==> config.mk <==
export PLATFORM = sky130hd
export DESIGN_NAME = wg_core
export DESIGN_NICKNAME = d
export VERILOG_FILES = /design/src/rtl/wg_pkg.sv /design/src/rtl/wg_phase_acc.sv /design/src/rtl/wg_sine_lut.sv /design/src/rtl/wg_shaper.sv /design/src/rtl/wg_core.sv
export SDC_FILE = /design/constraint.sdc
export NUM_CORES = 1
export LEC_CHECK = 0
export ABC_AREA = 0
export BUFFER_PORTS_ARGS = -buffer_cell sky130_fd_sc_hd__buf_2
export CORE_MARGIN = 2
export CORE_UTILIZATION = 45
export DETAILED_ROUTE_END_ITERATION = 6
export PLACE_DENSITY = 0.76
export SLEW_MARGIN = 20
export SYNTH_ARGS = -nofsm -noshare
export SYNTH_HDL_FRONTEND = slang
export SYNTH_HIERARCHICAL = 1
export SYNTH_SLANG_ARGS = --single-unit
==> constraint.sdc <==
create_clock -name clk -period 6 [get_ports clk]
set_input_delay 0.9 -clock clk [delete_from_list [all_inputs] [get_ports clk]]
set_output_delay 0.9 -clock clk [all_outputs]
set_load 0.02 [all_outputs]
==> src/rtl/wg_pkg.sv <==
package wg_pkg;

  typedef enum logic [1:0] {
    WAVE_SINE    = 2'd0,
    WAVE_TRI     = 2'd1,
    WAVE_SQ_FULL = 2'd2,
    WAVE_SQ_HALF = 2'd3
  } wave_e;

  // Square enable wins over the triangle bit.
  function automatic wave_e decode_mode(input logic tri_bit, input logic sq_bit,
                                        input logic full_bit);
    if (sq_bit) return full_bit ? WAVE_SQ_FULL : WAVE_SQ_HALF;
    if (tri_bit) return WAVE_TRI;
    return WAVE_SINE;
  endfunction

  // One quarter-wave sample, sampled at the bin centre so that folding is symmetric.
  function automatic int quarter_sine(input int idx, input int depth, input int amp);
    real x;
    x = (real'(idx) + 0.5) * 3.14159265358979 / (2.0 * real'(depth));
    return $rtoi(real'(amp) * $sin(x) + 0.5);
  endfunction

endpackage

==> src/rtl/wg_phase_acc.sv <==
module wg_phase_acc #(
  parameter int ACC_W = 28,
  parameter int PH_W  = 12
) (
  input  logic             clk,
  input  logic             rst_n,
  input  logic             clr,
  input  logic             hold,
  input  logic [ACC_W-1:0] step,
  input  logic [PH_W-1:0]  ofs,
  output logic [PH_W-1:0]  phase
);
  logic [ACC_W-1:0] acc_q;

  always_ff @(posedge clk or negedge rst_n) begin
    if (!rst_n)     acc_q <= '0;
    else if (clr)   acc_q <= '0;
    else if (!hold) acc_q <= acc_q + step;
  end

  assign phase = acc_q[ACC_W-1 -: PH_W] + ofs;

  p_clear_zero_r8: assert property (@(posedge clk) disable iff (!rst_n)
    clr |=> (acc_q == '0));

  p_hold_freeze_r9: assert property (@(posedge clk) disable iff (!rst_n)
    (hold && !clr) |=> $stable(acc_q));

endmodule

==> src/rtl/wg_sine_lut.sv <==
module wg_sine_lut import wg_pkg::*; #(
  parameter int PH_W   = 12,
  parameter int OUT_W  = 10,
  parameter int LUT_AW = 6
) (
  input  logic [PH_W-1:0]  phase,
  output logic [OUT_W-1:0] code
);
  localparam int DEPTH = 1 << LUT_AW;
  localparam int QW    = OUT_W - 1;
  localparam int AMP   = (1 << QW) - 1;
  localparam logic [OUT_W-1:0] MID = {1'b1, {(OUT_W-1){1'b0}}};

  logic [QW-1:0]     rom [DEPTH];
  logic [LUT_AW-1:0] raw_idx, idx;
  logic [QW-1:0]     q;

  for (genvar i = 0; i < DEPTH; i++) begin : g_rom
    localparam int VAL = quarter_sine(i, DEPTH, AMP);
    assign rom[i] = QW'(VAL);
  end

  if (PH_W - 2 > LUT_AW) begin : g_low
    logic unused_low;
    assign unused_low = ^phase[PH_W-3-LUT_AW:0];
  end

  assign raw_idx = phase[PH_W-3 -: LUT_AW];
  assign idx     = phase[PH_W-2] ? ~raw_idx : raw_idx;
  assign q       = rom[idx];
  assign code    = phase[PH_W-1] ? (MID - OUT_W'(1) - {1'b0, q}) : (MID + {1'b0, q});

endmodule

==> src/rtl/wg_shaper.sv <==
module wg_shaper import wg_pkg::*; #(
  parameter int PH_W  = 12,
  parameter int OUT_W = 10
) (
  input  logic             clk,
  input  logic             rst_n,
  input  logic             clr,
  input  logic             hold,
  input  wave_e            mode,
  input  logic             conv_off,
  input  logic [PH_W-1:0]  phase,
  input  logic [OUT_W-1:0] sine_code,
  output logic [OUT_W-1:0] wave_code,
  output logic             sq_out
);
  localparam logic [OUT_W-1:0] MID = {1'b1, {(OUT_W-1){1'b0}}};

  logic             msb, msb_q, half_q, half_n, rise;
  logic [OUT_W-1:0] tri_code, code_n;
  logic             sq_n;

  if (PH_W - 1 > OUT_W) begin : g_low
    logic unused_low;
    assign unused_low = ^phase[PH_W-2-OUT_W:0];
  end

  assign msb      = phase[PH_W-1];
  assign rise     = msb & ~msb_q;
  assign half_n   = half_q ^ rise;
  assign tri_code = msb ? ~phase[PH_W-2 -: OUT_W] : phase[PH_W-2 -: OUT_W];

  always_comb begin
    code_n = sine_code;
    sq_n   = 1'b0;
    case (mode)
      WAVE_SINE:    code_n = sine_code;
      WAVE_TRI:     code_n = tri_code;
      WAVE_SQ_FULL: begin
        sq_n   = msb;
        code_n = conv_off ? '0 : {OUT_W{msb}};
      end
      WAVE_SQ_HALF: begin
        sq_n   = half_n;
        code_n = conv_off ? '0 : {OUT_W{half_n}};
      end
      default: code_n = sine_code;
    endcase
  end

  always_ff @(posedge clk or negedge rst_n) begin
    if (!rst_n) begin
      msb_q <= 1'b0; half_q <= 1'b0; sq_out <= 1'b0; wave_code <= MID;
    end else if (clr) begin
      msb_q <= 1'b0; half_q <= 1'b0; sq_out <= 1'b0; wave_code <= MID;
    end else if (!hold) begin
      msb_q     <= msb;
      half_q    <= half_n;
      sq_out    <= sq_n;
      wave_code <= code_n;
    end
  end

  p_clear_mid_r8: assert property (@(posedge clk) disable iff (!rst_n)
    clr |=> (wave_code == MID && !sq_out));

  p_hold_outputs_r9: assert property (@(posedge clk) disable iff (!rst_n)
    (hold && !clr) |=> ($stable(wave_code) && $stable(sq_out)));

  p_no_square_r5: assert property (@(posedge clk) disable iff (!rst_n)
    (!clr && !hold && (mode == WAVE_SINE || mode == WAVE_TRI)) |=> !sq_out);

  p_blank_r10: assert property (@(posedge clk) disable iff (!rst_n)
    (!clr && !hold && conv_off && (mode == WAVE_SQ_FULL || mode == WAVE_SQ_HALF))
    |=> (wave_code == '0));

  p_toggle_on_rise_r7: assert property (@(posedge clk) disable iff (!rst_n)
    (!clr && !hold && !(msb && !msb_q)) |=> $stable(half_q));

endmodule

==> src/rtl/wg_core.sv <==
module wg_core import wg_pkg::*; #(
  parameter int ACC_W  = 28,
  parameter int PH_W   = 12,
  parameter int OUT_W  = 10,
  parameter int LUT_AW = 6
) (
  input  logic             clk,
  input  logic             rst_n,
  input  logic             gen_clear,
  input  logic             gen_hold,
  input  logic [ACC_W-1:0] freq_a,
  input  logic [ACC_W-1:0] freq_b,
  input  logic             freq_pick,
  input  logic [PH_W-1:0]  ofs_a,
  input  logic [PH_W-1:0]  ofs_b,
  input  logic             ofs_pick,
  input  logic             tri_sel,
  input  logic             sq_enable,
  input  logic             sq_full_rate,
  input  logic             conv_off,
  output logic [OUT_W-1:0] wave_code,
  output logic             sq_out
);
  logic [ACC_W-1:0] step;
  logic [PH_W-1:0]  ofs, phase;
  logic [OUT_W-1:0] sine_code;
  wave_e            mode;

  assign step = freq_pick ? freq_b : freq_a;
  assign ofs  = ofs_pick ? ofs_b : ofs_a;
  assign mode = decode_mode(tri_sel, sq_enable, sq_full_rate);

  wg_phase_acc #(.ACC_W(ACC_W), .PH_W(PH_W)) u_acc (
    .clk(clk), .rst_n(rst_n), .clr(gen_clear), .hold(gen_hold),
    .step(step), .ofs(ofs), .phase(phase)
  );

  wg_sine_lut #(.PH_W(PH_W), .OUT_W(OUT_W), .LUT_AW(LUT_AW)) u_sine (
    .phase(phase), .code(sine_code)
  );

  wg_shaper #(.PH_W(PH_W), .OUT_W(OUT_W)) u_shape (
    .clk(clk), .rst_n(rst_n), .clr(gen_clear), .hold(gen_hold),
    .mode(mode), .conv_off(conv_off), .phase(phase), .sine_code(sine_code),
    .wave_code(wave_code), .sq_out(sq_out)
  );

  p_square_levels_r6: assert property (@(posedge clk) disable iff (!rst_n)
    (!gen_clear && !gen_hold && sq_enable && !conv_off)
    |=> (wave_code == {OUT_W{sq_out}}));

endmodule

==> results of run 1 <==
worst max path at each step:
stage / startpoint / end
detailed placement: ofs_pick / u_shape/wave_code[5]
floorplan: ofs_pick / u_shape/wave_code[3]
CTS: ofs_pick / u_shape/wave_code[5]
finish: ofs_pick / u_shape/wave_code[5]
global placement: ofs_pick / u_shape/wave_code[5]
global route: ofs_pick / u_shape/wave_code[5]
report_power, final:
part           internal [mW]  switching (mW)
Sequential             0.329          0.0397
Combinational           1.17            1.66
Clock                  0.153           0.114
Total                   1.66            1.81
sequential cells by signal, summed over array words and instances, names as in the netlist:
register	count
u_shape/sq_out	1
u_shape/half_q	1
u_shape/msb_q	1
u_shape/wave_code	10
u_acc/acc_q	28
cell usage after synthesis (15+ instances only):
master and number:
mux2_2 20, xnor2_1 37, dfrtp_1 40, a21o_1 16, nor2_1 69, ha_1 48, o21ai_0 19, nand3_1 15
clkbuf_1 23, nand2_1 48, mux2i_1 15, a21oi_1 69, mux2_4 21
worst max-delay path, delay by kind of cell:
family / cells / cell delay (ns)
AO/OA/AOI/OAI: 9 / 1.71
XOR/XNOR: 2 / 0.36
adder cells (fa/ha/maj): 1 / 0.45
buffers and inverters: 4 / 0.86
multiplexers: 2 / 0.95
AND/OR/NAND/NOR: 2 / 0.55
per-layer routing:
| layer | global-route usage (%) | vias up |
|---|---|---|
| met1 | 28.41 | 2624 |
| met5 | 0 | - |
| li1 | - | 2783 |
| met2 | 38.07 | 196 |
| met4 | 6.985 | 0 |
| met3 | 3.422 | 36 |
cell families (layout without fill, tap and decap cells):
family                     Yosys count  after routing
AOI/OAI and AO/OA                  231            231
xor gates and xnor gates            57             57
adders and majority gates           50             50
buffers and inverters               69            154
DFF                                 41             41
muxes                               59             59
and+or+nand+nor                    204            204
cell type report:
type                       count  area, µm²
clock buffer                   6      128.9
clock inverter                 2      10.01
fill                        1268       6315
inverter                      18      67.56
multi-input combinational    601       4646
sequential                    41       1027
tap                          176      220.2
timing repair buffer         128      723.2
layout by cell type (no fill, tap or decap), types with 4 or more instances in the layout:
cell type / count
nand4_1: 6
o311ai_1: 4
o21ai_1: 7
o31ai_1: 10
o22ai_1: 7
a221oi_2: 8
a21oi_1: 69
nor3b_1: 5
a31oi_1: 8
o21bai_1: 14
nand2b_1: 9
mux2_2: 20
xnor2_1: 32
a221oi_1: 4
dfrtp_1: 40
xor2_1: 14
a221o_1: 4
nor4_1: 4
xnor2_2: 7
inv_1: 14
mux2_4: 21
buf_4: 27
clkbuf_16: 5
nand3_1: 15
nor2b_1: 12
o21a_1: 11
ha_1: 48
buf_2: 100
a21o_1: 16
mux2i_1: 15
o211ai_1: 8
nor3_1: 9
a22o_1: 4
nor2_1: 69
o21ai_0: 19
nand2_1: 48
stage by stage:
step	setup slack [ns]	utilization (%)	area, µm²	hold slack, ns
floorplan	0.06128	-	6012	0.4787
global placement	0.2109	50.72	6664	0.4987
detailed placement	0.07981	50.72	6664	0.4915
CTS	0.3671	51.78	6803	0.5130
global route	0.04981	51.93	6823	0.5464
finish	0.3912	51.93	6823	0.5181
==> qor.yml, run 1 <==
track_usage_pct: 22.11
synth_cell_types: 95
clkTransAtPathRegs_ns: 0.06
dp_hpwl_um: 12040
htreeDepth: 2
worst_setup_path_start_kind: "primary input"
yosysTopAreaCell: "dfrtp_1"
yosys.area_share.simple_pct: 16.44
port_buffers: 100
instances_no_fill: 972
async_reset_ff_share_pct: 100.0
postCtsSetupRepairBufs: 0
ir_worst_vdd_v: 0.0002088
crit_type: "primary input to register"
synth-edff-count: 0
ios: 101
die_w_um: 119.5
cts.sinks: 41
yosysWarnings: 6
clockBufferDepth: 2
fp.dieH_um: 119.5
hold_class: "register to register"
slew_headroom_pct: 34.20
synth_area_per_cell_um2: 8.445
synthFlopType: "dfrtp_1"
antenna_cells: 0
clock.fmax_mhz: 178.3
setup_viol_count_final: 0
grt_pass1_wl_um: 25850
numCtsBuffers: 5
clkLatencyLatePin_ns: 0.29
via_per_inst: 5.801
ys_seq_area_share_pct: 17.11
area_delta_synth_final_pct: 13.63
holdPathEnd: "u_shape/wave_code[2]"
synth_top_family_by_area: "compound AO/OA/AOI/OAI gates"
ys_seq_elements: 41
finalSetupTns_ns: 0
synthAdderAreaFrac_pct: 10.67
cts_root_buffer: "clkbuf_16"
top_layer_used: "met4"
total_power_mw: 3.466
gp_congestion: 1.015
grt_pass1_vias: 5328
min_path_cells: 2
dr_wl_met2_um: 7592
synth-compound-area-share_pct: 28.09
cap_violations: 0
period_needed_ns: 5.609
final.period_utilization_pct: 93.48
skew_ns: 0.002910
required_ns: 6.20
drc: 0
cp_slowest_cell: "mux4_2"
cts_tree: "built"
syn-instance-count: 711
worstSetupEndpointType: "register"
cts_resized: 0
synth_fp_nets: 851
r2r-end: "u_shape/wave_code[5]"
rows: 42
rr_worst_depth: 18
core_area_um2: 13140
dp.cells: 963
worstMarginPinSlew_ns: 0.9822
cpPeakStageDelay_ns: 0.58
wl_met3_um: 884
power_density_nw_per_um2: 508.1
drt-initial-drc-count: 429
ys_top_cells_by_area: "dfrtp_1, ha_1, a21oi_1, xnor2_1, mux2_4"
synthXorXnorAreaFrac_pct: 9.252
rsz0062_at_grt: "false"
rrSetupSlack_ns: 1.05
worstPathMaxFanout: 25
status: "complete, no violations"
synthMuxAreaShare_pct: 12.29
hp-start: "u_shape/wave_code[2]"
hold_viol: 0
dieArea_um2: 14280
reg2reg_from: "u_acc/acc_q[16]"
synth_area_um2: 6005
routedWlPerCell_um: 16.30
initial_core_util_pct: 45.70
cp_cell_sequence: "buf_2 > buf_4 > mux2_2 > fa_1 > a21o_1 > a21oi_1 > o21bai_1 > a21oi_1 > o21ai_0 > a21o_1 > a21oi_1 > xnor2_2 > buf_4 > buf_4 > nand2b_1 > nand2_1 > mux4_2 > xnor2_1 > o21bai_1 > a221oi_2"
cp.arrival_ns: 5.80
drive_gt1_share_pct: 27.39
grt-ovfl-total: 0
finish.net_count: 935
vias: 5639
wl_um: 15840
grt_start_max_net_pins: 49
final_antenna_net_count: 0
wl_met1_um: 6939
drv_slew: 0
ctsHoldBuffers: 0
dr.pass1.iters: 5
leakagePower_nw: 3.165
synth_top_cell_area_share_pct: 16.67
antenna_found_initial: 0
No activity file was read; power rests on OpenSTA's default activity.
==> inputs of run 2 (changes only) <==
CORE_ASPECT_RATIO = 1.1   (was not set)
CORE_MARGIN = not set   (was 2)
==> run 2 against run 1 <==
Net effect:
- the flow now finishes with violations (DRC)
- clock-buffer cell count unchanged
- clock skew up 0.0013 ns
- critical path depth rose by 3
- sequential power hardly changed
==> qor.yml, run 2 (synthesis gave the netlist of run 1 again) <==
dr.pass1.iters: 7
cts_resized: 0
grt_pass1_wl_um: 25100
regMostFlops: "u_acc/acc_q"
drc: 6
final.period_utilization_pct: 92.69
cp_cell_sequence: "buf_2 > mux2_2 > ha_1 > fa_1 > a21o_1 > a21oi_1 > o21bai_1 > a21oi_1 > o21ai_0 > a21o_1 > a21oi_1 > xnor2_2 > xor2_2 > buf_4 > ha_1 > mux2_1 > a21oi_1 > a2bb2oi_1 > a21oi_1 > o21ai_1 > xnor2_1 > o21bai_1 > a221oi_2"
vias: 5667
worstPathMaxFanout: 10
core_area_um2: 12800
gp_congestion: 1.004
grt_pass1_vias: 5211
crit_top_cell: "a21oi_1"
cts.sinks: 41
cts_tree: "built"
cap_violations: 0
fp.dieH_um: 123.2
rows: 43
area_delta_synth_final_pct: 12.65
die_w_um: 112.1
violations: "DRC"
crit_type: "primary input to register"
final_cell_mix: "buf_2, a21oi_1, nor2_1, nand2_1, ha_1"
clockBufferDepth: 2
postCtsSetupRepairBufs: 0
initial_core_util_pct: 46.89
slew_headroom_pct: 29.60
hold_viol: 0
n_fill_cell: 1251
final_antenna_net_count: 0
dieArea_um2: 13810
routedWlPerCell_um: 16.41
holdPathEnd: "u_shape/wave_code[9]"
worstSetupEndpointType: "register"
drv_slew: 0
ctsHoldBuffers: 0
cp_slowest_cell: "fa_1"
antenna_cells: 0
numCtsBuffers: 5
antenna_found_initial: 0
drt-initial-drc-count: 448
clkTransAtPathRegs_ns: 0.07
hold_class: "register to register"
worstMarginPinSlew_ns: 1.051
ir_worst_vdd_v: 0.0002363
mostFrequentLayoutCell: "buf_2"
min_path_cells: 2
cpPeakStageDelay_ns: 0.40
grt_start_max_net_pins: 49
crit_buf_inv: 2
wl_um: 15570
grt-ovfl-total: 0
finalSetupTns_ns: 0
ios: 101
cts_root_buffer: "clkbuf_16"
rsz0062_at_grt: "false"
track_usage_pct: 22.76
reg2reg_from: "u_acc/acc_q[16]"
required_ns: 6.20
largest_reg_flops: 28
leakagePower_nw: 3.134
hp-start: "u_shape/wave_code[9]"
power_density_nw_per_um2: 511.7
htreeDepth: 2
status: "finished, violations left"
rrSetupSlack_ns: 1.13
cp.arrival_ns: 5.76
rr_worst_depth: 21
port_buffers: 100
clkLatencyLatePin_ns: 0.29
total_power_mw: 3.461
via_per_inst: 5.972
reg_top3: "u_acc/acc_q (28), u_shape/wave_code (10)"
skew_ns: 0.004248
dp_hpwl_um: 11940
clock.fmax_mhz: 179.8
timing.hold.ws_ns: 0.5190
crit_family: "compound AO/OA/AOI/OAI gates"
worst_setup_path_start_kind: "primary input"
setup_viol_count_final: 0
drive_gt1_share_pct: 27.02
finish.net_count: 931
r2r-end: "u_shape/wave_code[1]"
period_needed_ns: 5.561
run 2: changes by cell type in the layout (fill, tap and decap cells not counted), sizes merged:
cell	delta
clkinv	-2
buf	-4
clkinvlp	+2
run 2: final cells by class:
cell class	count	area, µm²	share of cell area (%)
clock inverter	2	15.01	0.2220
clock buffer	6	128.9	1.905
sequential	41	1027	15.19
timing repair buffer	124	683.2	10.10
multi-input combinational	601	4646	68.68
tap	157	196.4	2.904
inverter	18	67.56	0.9989
run 2: worst max-delay path by stage:
stage	start	endpoint	slack [ns]	cells after the start
final	ofs_pick	u_shape/wave_code[1]	0.44	23
after global placement	ofs_pick	u_shape/wave_code[5]	0.24	21
after floorplan	ofs_pick	u_shape/wave_code[3]	0.06	26
after global routing	ofs_pick	u_shape/wave_code[0]	0.11	23
after CTS	ofs_pick	u_shape/wave_code[1]	0.45	23
after detailed placement	ofs_pick	u_shape/wave_code[3]	0.16	23
run 2: layer usage:
metal	share of wire [%]	global-route usage, %
met3	5.9	2.941
met5	0	0
met4	1.9	6.417
met1	42	27.99
met2	50	41.77
run 2: worst min-delay path, delay by kind of cell, from the launching register on:
| kind | cells | cell delay (ns) |
|---|---|---|
| simple gates | 1 | 0.07 |
| flops | 1 | 0.37 |
| compound gates | 1 | 0.08 |
run 2: report_power, final:
group	total (mW)	switching, mW	internal (mW)
Sequential	0.370	0.0407	0.329
Combinational	2.82	1.65	1.16
Clock	0.274	0.120	0.155
Total	3.46	1.81	1.65
run 2: stage by stage:
step	setup slack, ns	util, %	instances	instance area [µm²]
2_1_floorplan	0.06128	-	711	6012
3_3_place_gp	0.2359	51.68	941	6618
3_5_place_dp	0.1604	51.68	941	6618
4_1_cts	0.4506	52.80	949	6761
5_1_grt	0.1074	52.82	949	6764
6_report	0.4388	52.82	949	6764
